==> src/rtl/pol_pkg.sv <==
package pol_pkg;
   typedef enum logic [1:0] {
      POL_HOLD  = 2'd0,
      POL_SHIFT = 2'd1,
      POL_CUT   = 2'd2
   } pol_op_e;
endpackage

==> src/rtl/pol_match.sv <==
module pol_match #(
   parameter int N = 8,
   parameter int W = 4,
   localparam int PW = (N > 1) ? $clog2(N) : 1
) (
   input  logic [N-1:0]   vld,
   input  logic [N*W-1:0] tags,
   input  logic [W-1:0]   key,
   output logic           hit,
   output logic [PW-1:0]  pos
);
   // lowest live slot with an equal tag wins
   always_comb begin
      hit = 1'b0;
      pos = '0;
      for (int i = N - 1; i >= 0; i--) begin
         if (vld[i] && tags[i*W +: W] == key) begin
            hit = 1'b1;
            pos = PW'(i);
         end
      end
   end
endmodule

==> src/rtl/pol_dec.sv <==
module pol_dec #(
   parameter int N = 8,
   localparam int IW = (N > 1) ? $clog2(N) : 1
) (
   input  logic          en,
   input  logic [IW-1:0] idx,
   output logic [N-1:0]  onehot
);
   always_comb onehot = en ? (N'(1) << idx) : '0;
endmodule

==> src/rtl/prog_order_list.sv <==
module prog_order_list
   import pol_pkg::*;
#(
   parameter int DEPTH  = 8,
   parameter int TAG_W  = 4,
   parameter int UNDO_N = 8,
   localparam int IDX_W  = $clog2(DEPTH),
   localparam int CNT_W  = $clog2(DEPTH + 1),
   localparam int UIDX_W = $clog2(UNDO_N)
) (
   input  logic              clk,
   input  logic              rst_n,
   input  logic              disp_valid,
   input  logic [TAG_W-1:0]  disp_tag,
   input  logic              disp_mem,
   output logic              full,
   input  logic              cmt_valid,
   input  logic [TAG_W-1:0]  cmt_tag,
   input  logic              cmt_undo_valid,
   input  logic [UIDX_W-1:0] cmt_undo_idx,
   output logic              cmt_ok,
   output logic [UNDO_N-1:0] pred_mask,
   output logic              release_valid,
   output logic [UNDO_N-1:0] release_mask,
   input  logic              exc_valid,
   input  logic [TAG_W-1:0]  exc_tag,
   output logic [CNT_W-1:0]  count,
   output logic              head_valid,
   output logic [TAG_W-1:0]  head_tag
);
   generate
      if (DEPTH < 2)  begin : g_bad_depth  $error("DEPTH must be at least 2");  end
      if (UNDO_N < 2) begin : g_bad_undo   $error("UNDO_N must be at least 2"); end
      if (TAG_W < 1)  begin : g_bad_tag    $error("TAG_W must be positive");    end
   endgenerate

   logic [TAG_W-1:0]     tag_q  [DEPTH];
   logic [UNDO_N-1:0]    mask_q [DEPTH];
   logic [DEPTH-1:0]     mem_q;
   logic [CNT_W-1:0]     count_q;

   logic [TAG_W-1:0]     tag_n  [DEPTH];
   logic [UNDO_N-1:0]    mask_n [DEPTH];
   logic [DEPTH-1:0]     mem_n;
   logic [CNT_W-1:0]     count_n, cnt_rem;

   logic [DEPTH-1:0]       live;
   logic [DEPTH*TAG_W-1:0] tag_flat;
   logic                   c_hit, e_hit, exc_take, disp_ok, mem_blk;
   logic [IDX_W-1:0]       c_pos, e_pos;
   logic [UNDO_N-1:0]      undo_bit;
   pol_op_e                op;

   genvar g;
   generate
      for (g = 0; g < DEPTH; g++) begin : g_flat
         assign live[g] = CNT_W'(g) < count_q;
         assign tag_flat[g*TAG_W +: TAG_W] = tag_q[g];
      end
   endgenerate

   pol_match #(.N(DEPTH), .W(TAG_W)) u_cmt_match (
      .vld(live), .tags(tag_flat), .key(cmt_tag), .hit(c_hit), .pos(c_pos));
   pol_match #(.N(DEPTH), .W(TAG_W)) u_exc_match (
      .vld(live), .tags(tag_flat), .key(exc_tag), .hit(e_hit), .pos(e_pos));
   pol_dec #(.N(UNDO_N)) u_undo_dec (
      .en(cmt_undo_valid), .idx(cmt_undo_idx), .onehot(undo_bit));

   assign full       = count_q == CNT_W'(DEPTH);
   assign count      = count_q;
   assign head_valid = count_q != '0;
   assign head_tag   = tag_q[0];

   assign exc_take = exc_valid && e_hit;
   assign mem_blk  = mem_q[c_pos] && (c_pos != '0);
   assign cmt_ok   = cmt_valid && c_hit && !mem_blk && !exc_take;
   assign disp_ok  = disp_valid && !full && !exc_take;

   assign pred_mask     = (c_hit && c_pos != '0) ? mask_q[c_pos - 1'b1] : '0;
   assign release_valid = cmt_ok && (c_pos == '0);
   assign release_mask  = release_valid ? mask_q[0] : '0;

   always_comb begin
      if (exc_take)    op = POL_CUT;
      else if (cmt_ok) op = POL_SHIFT;
      else             op = POL_HOLD;
   end

   always_comb begin
      cnt_rem = count_q - CNT_W'(op == POL_SHIFT);
      for (int i = 0; i < DEPTH; i++) begin
         int nx;
         nx = (i < DEPTH - 1) ? i + 1 : i;
         tag_n[i]  = tag_q[i];
         mask_n[i] = mask_q[i];
         mem_n[i]  = mem_q[i];
         if (op == POL_SHIFT && IDX_W'(i) >= c_pos) begin
            tag_n[i]  = tag_q[nx];
            mask_n[i] = mask_q[nx];
            mem_n[i]  = mem_q[nx];
         end
         if (op == POL_SHIFT && c_pos != '0 && IDX_W'(i) == c_pos - 1'b1)
            mask_n[i] = mask_q[i] | mask_q[c_pos] | undo_bit;
         if (disp_ok && CNT_W'(i) == cnt_rem) begin
            tag_n[i]  = disp_tag;
            mask_n[i] = '0;
            mem_n[i]  = disp_mem;
         end
      end
      count_n = (op == POL_CUT) ? CNT_W'(e_pos) : cnt_rem + CNT_W'(disp_ok);
   end

   always_ff @(posedge clk) begin
      if (!rst_n) begin
         count_q <= '0;
         mem_q   <= '0;
         for (int i = 0; i < DEPTH; i++) begin
            tag_q[i]  <= '0;
            mask_q[i] <= '0;
         end
      end else begin
         count_q <= count_n;
         mem_q   <= mem_n;
         for (int i = 0; i < DEPTH; i++) begin
            tag_q[i]  <= tag_n[i];
            mask_q[i] <= mask_n[i];
         end
      end
   end


   count_bound_chk: assert property (@(posedge clk) disable iff (!rst_n)
      count_q <= CNT_W'(DEPTH));

   append_grow_chk: assert property (@(posedge clk) disable iff (!rst_n)
      (disp_ok && !cmt_ok) |=> count_q == $past(count_q) + 1'b1);

   flush_cut_chk: assert property (@(posedge clk) disable iff (!rst_n)
      exc_take |=> count_q == CNT_W'($past(e_pos)));

   release_shrink_chk: assert property (@(posedge clk) disable iff (!rst_n)
      (release_valid && !disp_valid) |=> count_q == $past(count_q) - 1'b1);

   absent_hold_chk: assert property (@(posedge clk) disable iff (!rst_n)
      (cmt_valid && !c_hit && !disp_valid && !exc_valid) |=> $stable(count_q));

   mem_head_chk: assert property (@(posedge clk) disable iff (!rst_n)
      (cmt_valid && c_hit && c_pos != '0 && mem_q[c_pos] && !disp_valid && !exc_valid)
      |=> $stable(count_q));
endmodule

==> config.mk <==
export PLATFORM = sky130hd
export DESIGN_NAME = prog_order_list
export DESIGN_NICKNAME = d
export VERILOG_FILES = /design/src/rtl/pol_pkg.sv /design/src/rtl/pol_match.sv /design/src/rtl/pol_dec.sv /design/src/rtl/prog_order_list.sv
export SDC_FILE = /design/constraint.sdc
export NUM_CORES = 1
export LEC_CHECK = 0
export BUFFER_PORTS_ARGS = -buffer_cell sky130_fd_sc_hd__buf_2
export CORE_AREA = 5 5 134 136
export DETAILED_ROUTE_END_ITERATION = 10
export DIE_AREA = 0 0 139 141
export PLACE_DENSITY = 0.72
export SYNTH_ARGS = -nofsm -noshare
export SYNTH_HDL_FRONTEND = slang
export SYNTH_HIERARCHICAL = 1
export SYNTH_SLANG_ARGS = --single-unit
export TNS_END_PERCENT = 20
==> constraint.sdc <==
create_clock -name clk -period 5.2 [get_ports clk]
set_clock_uncertainty 0.2 [all_clocks]
set_input_delay 0.26 -clock clk [delete_from_list [all_inputs] [get_ports clk]]
set_output_delay 0.26 -clock clk [all_outputs]
set_load 0.01 [all_outputs]
# Yosys cells after proc, flatten, opt, wreduce, memory -nomap -nowiden
# Memories as Yosys holds them, arrays and structs flattened.
# Cells that the tools add are included.
totals:
  ff_bits: 12
  latch_bits: 0
  mem_bits_rw: 96
  romBits: 0
  word_cells: 273
  memories: 2
mem_list:
  columns: ["name", "depth", "width", "read_ports", "rd_clocked_by_memory_dff", "write_ports", "line", "source"]
  rows:
  - ["mask_q", 8, 8, 10, 0, 8, "prog_order_list.sv:38", "logic [UNDO_N-1:0] mask_q [DEPTH];"]
  - ["tag_q", 8, 4, 8, 0, 8, "prog_order_list.sv:37", "logic [TAG_W-1:0] tag_q [DEPTH];"]
op_classes:
  n_addsub: 3
  n_mul: 0
  n_div: 0
  n_lt_le_gt_ge: 16
  n_eq_ne: 33
  shift: 1
  n_mux: 110
  bitwise_logic: 33
  reduce_logical: 65
ops:
  columns: ["op", "count"]
  rows:
  - ["$mux 8", 34]
  - ["$or 8x8->8", 16]
  - ["$mux 4", 23]
  - ["$eq 4x4->1", 16]
  - ["$mux 3", 17]
  - ["$logic_and 1x1->1", 49]
  - ["$mux 1", 34]
  - ["$eq 3x4->1 const A", 4]
  - ["$lt 3x4->1 const A", 4]
  - ["$or 1x1->1", 16]
  - ["$reduce_bool 2->1", 7]
  - ["$eq 3x3->1 const A", 4]
  - ["$ge 3x3->1 const A", 3]
  - ["$eq 2x4->1 const A", 2]
  - ["$lt 1x4->1 const A", 2]
  - ["$lt 2x4->1 const A", 2]
  - ["$shl 1x3->8 const A", 1]
  - ["$eq 2x3->1 const A", 2]
  - ["$ge 1x3->1 const A", 2]
  - ["$ge 2x3->1 const A", 2]
  - ["$logic_not 3->1", 2]
  - ["$add 4x1->4", 1]
  - ["$eq 1x4->1 const A", 1]
  - ["$eq 4x4->1 const B", 1]
  - ["other kinds (14)", 16]

# Longest topological paths before layout
# An unclocked memory read counts as a cell.
depth:
  word_depth: 25
  ltp_mapped: 24
  depth_no_buf: 18

# Hierarchy
# The synthesis kept the hierarchy.
by_module_without_submodules:
  columns: ["module", "instances", "cells_each", "area_each_um2", "seq_area_each_um2"]
  rows:
  - ["prog_order_list", 1, 721, 6444.9, 2162.1]
  - ["pol_match", 2, 65, 548.0, 0.0]
  - ["pol_dec", 1, 8, 95.1, 0.0]

# Worst setup path before layout
# Ideal clock, no wire load.
synth_timing:
  kind: "register to register"
  from: "register count_q[2], in the netlist count[2]"
  to: "register mem_q[1]"
  setup_ns: 0.129
  arrival_ns: 4.794
  t_required_ns: 4.871
  slack_ns: 0.077
  path_stages_with_launch: 22
  n_path_buf: 5
  synth_period_minus_slack_ns: 5.123
  cell_sequence: "dfxtp_1 -> clkbuf_1 -> or3_1 -> nand2b_1 -> nand2_1 -> nor4_2 -> a211oi_1 -> buf_4 -> buf_2 -> inv_1 -> ha_1 -> buf_4 -> a22o_4 -> buf_6 -> and2_1 -> ha_1 -> nor2b_1 -> xor2_1 -> o31ai_1 -> nand3_1 -> o21ai_0 -> a21oi_1"
synth_via:
  word_cells_on_any_way: 72
  classes_between: "add/sub (1); order compare (9); eq/ne (3); mux (29); reduce/logical (30)"
synth_rtl:
  columns: ["item", "line", "source"]
  rows:
  - ["from (decl)", "prog_order_list.sv:40", "logic [CNT_W-1:0] count_q;"]
  - ["from (signal assigned)", "prog_order_list.sv:122", "count_q <= count_n;"]
  - ["$lt 1x4->1 *", "prog_order_list.sv:57", "assign live[g] = CNT_W'(g) < count_q;"]
  - ["via live[1]", "prog_order_list.sv:47", "logic [DEPTH-1:0] live;"]
  - ["$logic_and 1x1->1 *", "pol_match.sv:17", "if (vld[i] && tags[i*W +: W] == key) begin"]
  - ["$mux 3 * (2 in series)", "pol_match.sv:17", null]
  - ["via c_pos[1]", "prog_order_list.sv:50", "logic [IDX_W-1:0] c_pos, e_pos;"]
  - ["$bmux 1 s3", "prog_order_list.sv:75", "assign mem_blk = mem_q[c_pos] && (c_pos != '0);"]
  - ["$mux 1 (implied by the code)", "prog_order_list.sv:75", null]
  - ["$logic_and 1x1->1", "prog_order_list.sv:75", null]
  - ["$logic_not 1->1", "prog_order_list.sv:76", "assign cmt_ok = cmt_valid && c_hit && !mem_blk && !exc_take;"]
  - ["$logic_and 1x1->1 (2 in series)", "prog_order_list.sv:76", null]
  - ["$mux 1", "prog_order_list.sv:85", "else if (cmt_ok) op = POL_SHIFT;"]
  - ["$mux 2", "prog_order_list.sv:84", "if (exc_take) op = POL_CUT;"]
  - ["$eq 2x1->1", "prog_order_list.sv:90, prog_order_list.sv:97", null]
  - ["$sub 4x1->4", "prog_order_list.sv:90", "cnt_rem = count_q - CNT_W'(op == POL_SHIFT);"]
  - ["$eq 1x4->1", "prog_order_list.sv:104", "if (disp_ok && CNT_W'(i) == cnt_rem) begin"]
  - ["$logic_and 1x1->1", "prog_order_list.sv:104", null]
  - ["$mux 1 or $reduce_bool 2->1 (tied branches)", null, null]
  - ["to (signal assigned)", "prog_order_list.sv:123", "mem_q <= mem_n;"]
  - ["to (decl)", "prog_order_list.sv:39", "logic [DEPTH-1:0] mem_q;"]
# Mark *: on every way through the listed nets, which the timed path passes. The rest lies on a longest branch. The select of a mux whose other input is x is not followed.
# A chain may end at the register's enable or synchronous reset.

==> impl_metrics.tcl <==
set metrics [dict create \
    finalHoldViolCount 0 \
    worstMarginPinSlew_ps 834 \
    vias 6835 \
    crit_chain "buf_4 > inv_1 > o21bai_1 > nand4_1 > a221oi_1 > o41ai_4 > buf_4 > nor2_2 > a22oi_2 > a22o_4 > and2_1 > ha_1 > ha_1 > nor3_1 > nand2_1 > nand2_1 > nor2_1" \
    via_per_inst 6.13 \
    synth-simple-area-share_pct 19.2 \
    fin_crit_sh_pct 95.8 \
    status "complete, no violations" \
    post_synth_xor_area_fraction_pct 8.23 \
    synth_cells 859 \
    top_usage_layer "met2" \
    met1_usage_pct 26.9 \
    initial_core_util_pct 45.4 \
    critPathKind "flip-flop to flip-flop" \
    h-tree-depth 3 \
    wl_um 22700 \
    final_cell_mix "108 x dfxtp_1, 93 x a21oi_1, 71 x mux2i_1, 62 x nor2_1, 51 x nand2_1" \
    remaining_drc_errors 0 \
    cp_max_fo 11 \
    dpl.cell_count 1094 \
    n_fill_cell 1653 \
    syn_avg_cell_area_um2 8.89 \
    antenna_found_initial 0 \
    holdCritPathClass "input pin to flip-flop" \
    clock_sinks 108 \
    final_antenna_net_count 0 \
    io_buffer_count 49 \
    relSlewSlack_pct 44.0 \
    syn-cell-area_um2 7640 \
    dieArea_um2 19600 \
    drtPass1Iterations 5 \
    cts_buffer_depth 2 \
    use_met3_pct 3.36 \
    synth_top_family_by_area "compound AO/OA/AOI/OAI gates" \
    path_buf_inv 3 \
    mostFrequentLayoutCell "dfxtp_1" \
    slowest_delay_ps 470 \
    setup_violations 0 \
    endpoint_kind "flip-flop" \
    postCtsHoldBufs 0 \
    synth-seq-area-share_pct 28.3 \
    cts_tree "built" \
    stdcell_count 1115 \
    die_w_um 139 \
    ios 50 \
    p_per_area_nw_per_um2 358 \
    worstPathArrival_ps 5020 \
    rows 48 \
    synth_adder_area_share_pct 1.47 \
    power_mw 2.98 \
    synth-compound-area-share_pct 21.1 \
    met2_usage_pct 39.4 \
    num_antenna_cells 0 \
    fin_area_um2 8320 \
    wl_per_cell_um 20.3 \
    synthFlopType "dfxtp_1" \
    core_area_um2 16800 \
    grt_max_degree 38 \
    track_usage_pct 22.4 \
    overflow 0 \
    area_delta_synth_final_pct 8.90 \
    path_clk_slew_ps 70 \
    synthesis.nets 890 \
    gp_congestion 0.941 \
    crit_path_start_kind "flip-flop" \
    final_nets 916 \
    cp_top_family "simple AND/OR/NAND/NOR gates" \
    die_h_um 141 \
    numCtsBuffers 9 \
    yosysWarnings 6 \
    max_freq_mhz 201 \
    drt_iter0_markers 493 \
    cp.required_ps 5240 \
    p_leak_nw 3.31 \
    synthArstFlopShare_pct 0 \
    cpMaxStageDelayCell "a221oi_1" \
    clkLatencyLatePin_ps 360 \
    irDropWorstVdd_mv 0.199 \
    fin_crit_ps 4980 \
    clockRootBuffer "clkbuf_16" \
    synth_enable_flop_cells 0 \
    slew_viol_final 0 \
    first_global_vias 6379 \
    synthDistinctLibCells 76 \
    final_core_util_pct 49.4 \
    muxShareOfSynthArea_pct 15.8 \
    drive_above_1_share_pct 19.1 \
    cap_violations 0 \
    grt_pass1_wl_um 35100 \
    placed_cell_area_um2 7980 \
    synth_seq_cells 108 \
    hpwlAfterDp_um 17300 \
]
[final timing paths]
path	startpoint	end	slack [ps]	cells after the start
max	count[1]$_SDFF_PN0_	mask_q[7][7]$_SDFFE_PP0P_	220	17
min	disp_tag[3]	tag_q[0][3]$_SDFFE_PN0P_	60	3
max reg2reg	count[1]$_SDFF_PN0_	mask_q[7][7]$_SDFFE_PP0P_	220	17
min reg2reg	mask_q[6][7]$_SDFFE_PP0P_	mask_q[6][7]$_SDFFE_PP0P_	320	2
[cell usage after synthesis (all sizes together), types with 7 or more instances]
cell type,count,area share (%)
a211oi,32,3.3
nor2,66,3.4
a31oi,16,1.3
o221a,10,1.5
ha,9,1.5
and4,8,0.93
nand4,9,0.74
nand2b,8,0.66
nand3,21,1.6
buf,46,4.3
nand2,56,3.0
nor3,35,2.3
clkbuf,18,0.88
and2,9,0.75
nor4,13,2.2
inv,13,0.64
mux2i,71,9.3
a311oi,7,0.80
a21o,10,1.0
a21oi,93,6.1
mux4,19,5.6
and3,9,0.74
xnor2,21,2.4
dfxtp,108,28
a22oi,17,1.8
xor2,49,5.8
o21ai,38,2.6
[registers in the layout, summed over array words and instances (netlist names)]
register / cells
mask_q: 64
tag_q: 32
mem_q: 8
count: 4
[final cells by class]
cell class                 count  area [µm²]  share of cell area, %
clock buffer                  12         246                   2.96
clock inverter                 4        32.5                  0.391
inverter                      13        48.8                  0.587
multi-input combinational    674        5070                   61.0
sequential                   108        2160                   26.0
tap                          225         282                   3.39
timing repair buffer          79         470                   5.66
[worst register-to-register path, delay by kind of cell, from the launching register on]
family                     cells  cell delay, ps
buffers and inverters          3             420
adders and majority gates      2             570
and+or+nand+nor                7            1910
DFF                            1             330
AOI/OAI and AO/OA              5            1450
[repair_timing]
action                                  in CTS  in global routing
endpoints found under the setup margin       0                 99
setup buffers                                0                  5
resized for setup                            0                  4
[power breakdown]
part / switching, mW / internal, mW / total (mW)
Clock: 0.326 / 0.343 / 0.669
Sequential: 0.168 / 0.959 / 1.13
Combinational: 0.706 / 0.474 / 1.18
[kinds of logic (layout without fill, tap and decap cells)]
kind of cell               Yosys count  in the layout
DFF                                108            108
xor gates and xnor gates            70             70
adders and majority gates            9              9
AOI/OAI and AO/OA                  240            240
buffers and inverters               77            108
muxes                               96             96
and+or+nand+nor                    259            259
[per-layer routing]
layer,share of wire (%),up-vias
met2,50,236
met1,41,3293
met3,5.1,60
li1,-,3246
met5,0,-
met4,4.1,0
[stage by stage]
step / setup TNS [ps] / hold slack (ps) / setup slack [ps]
6_report: 0 / 64.4 / 216
5_1_grt: -14.9 / 84.3 / -10.9
4_1_cts: 0 / 55.7 / 41.3
3_5_place_dp: 0 / 316 / 48.6
3_3_place_gp: 0 / 303 / 206
2_1_floorplan: 0 / 204 / 77.0
Note: power is estimated with default switching activity, not from simulation.
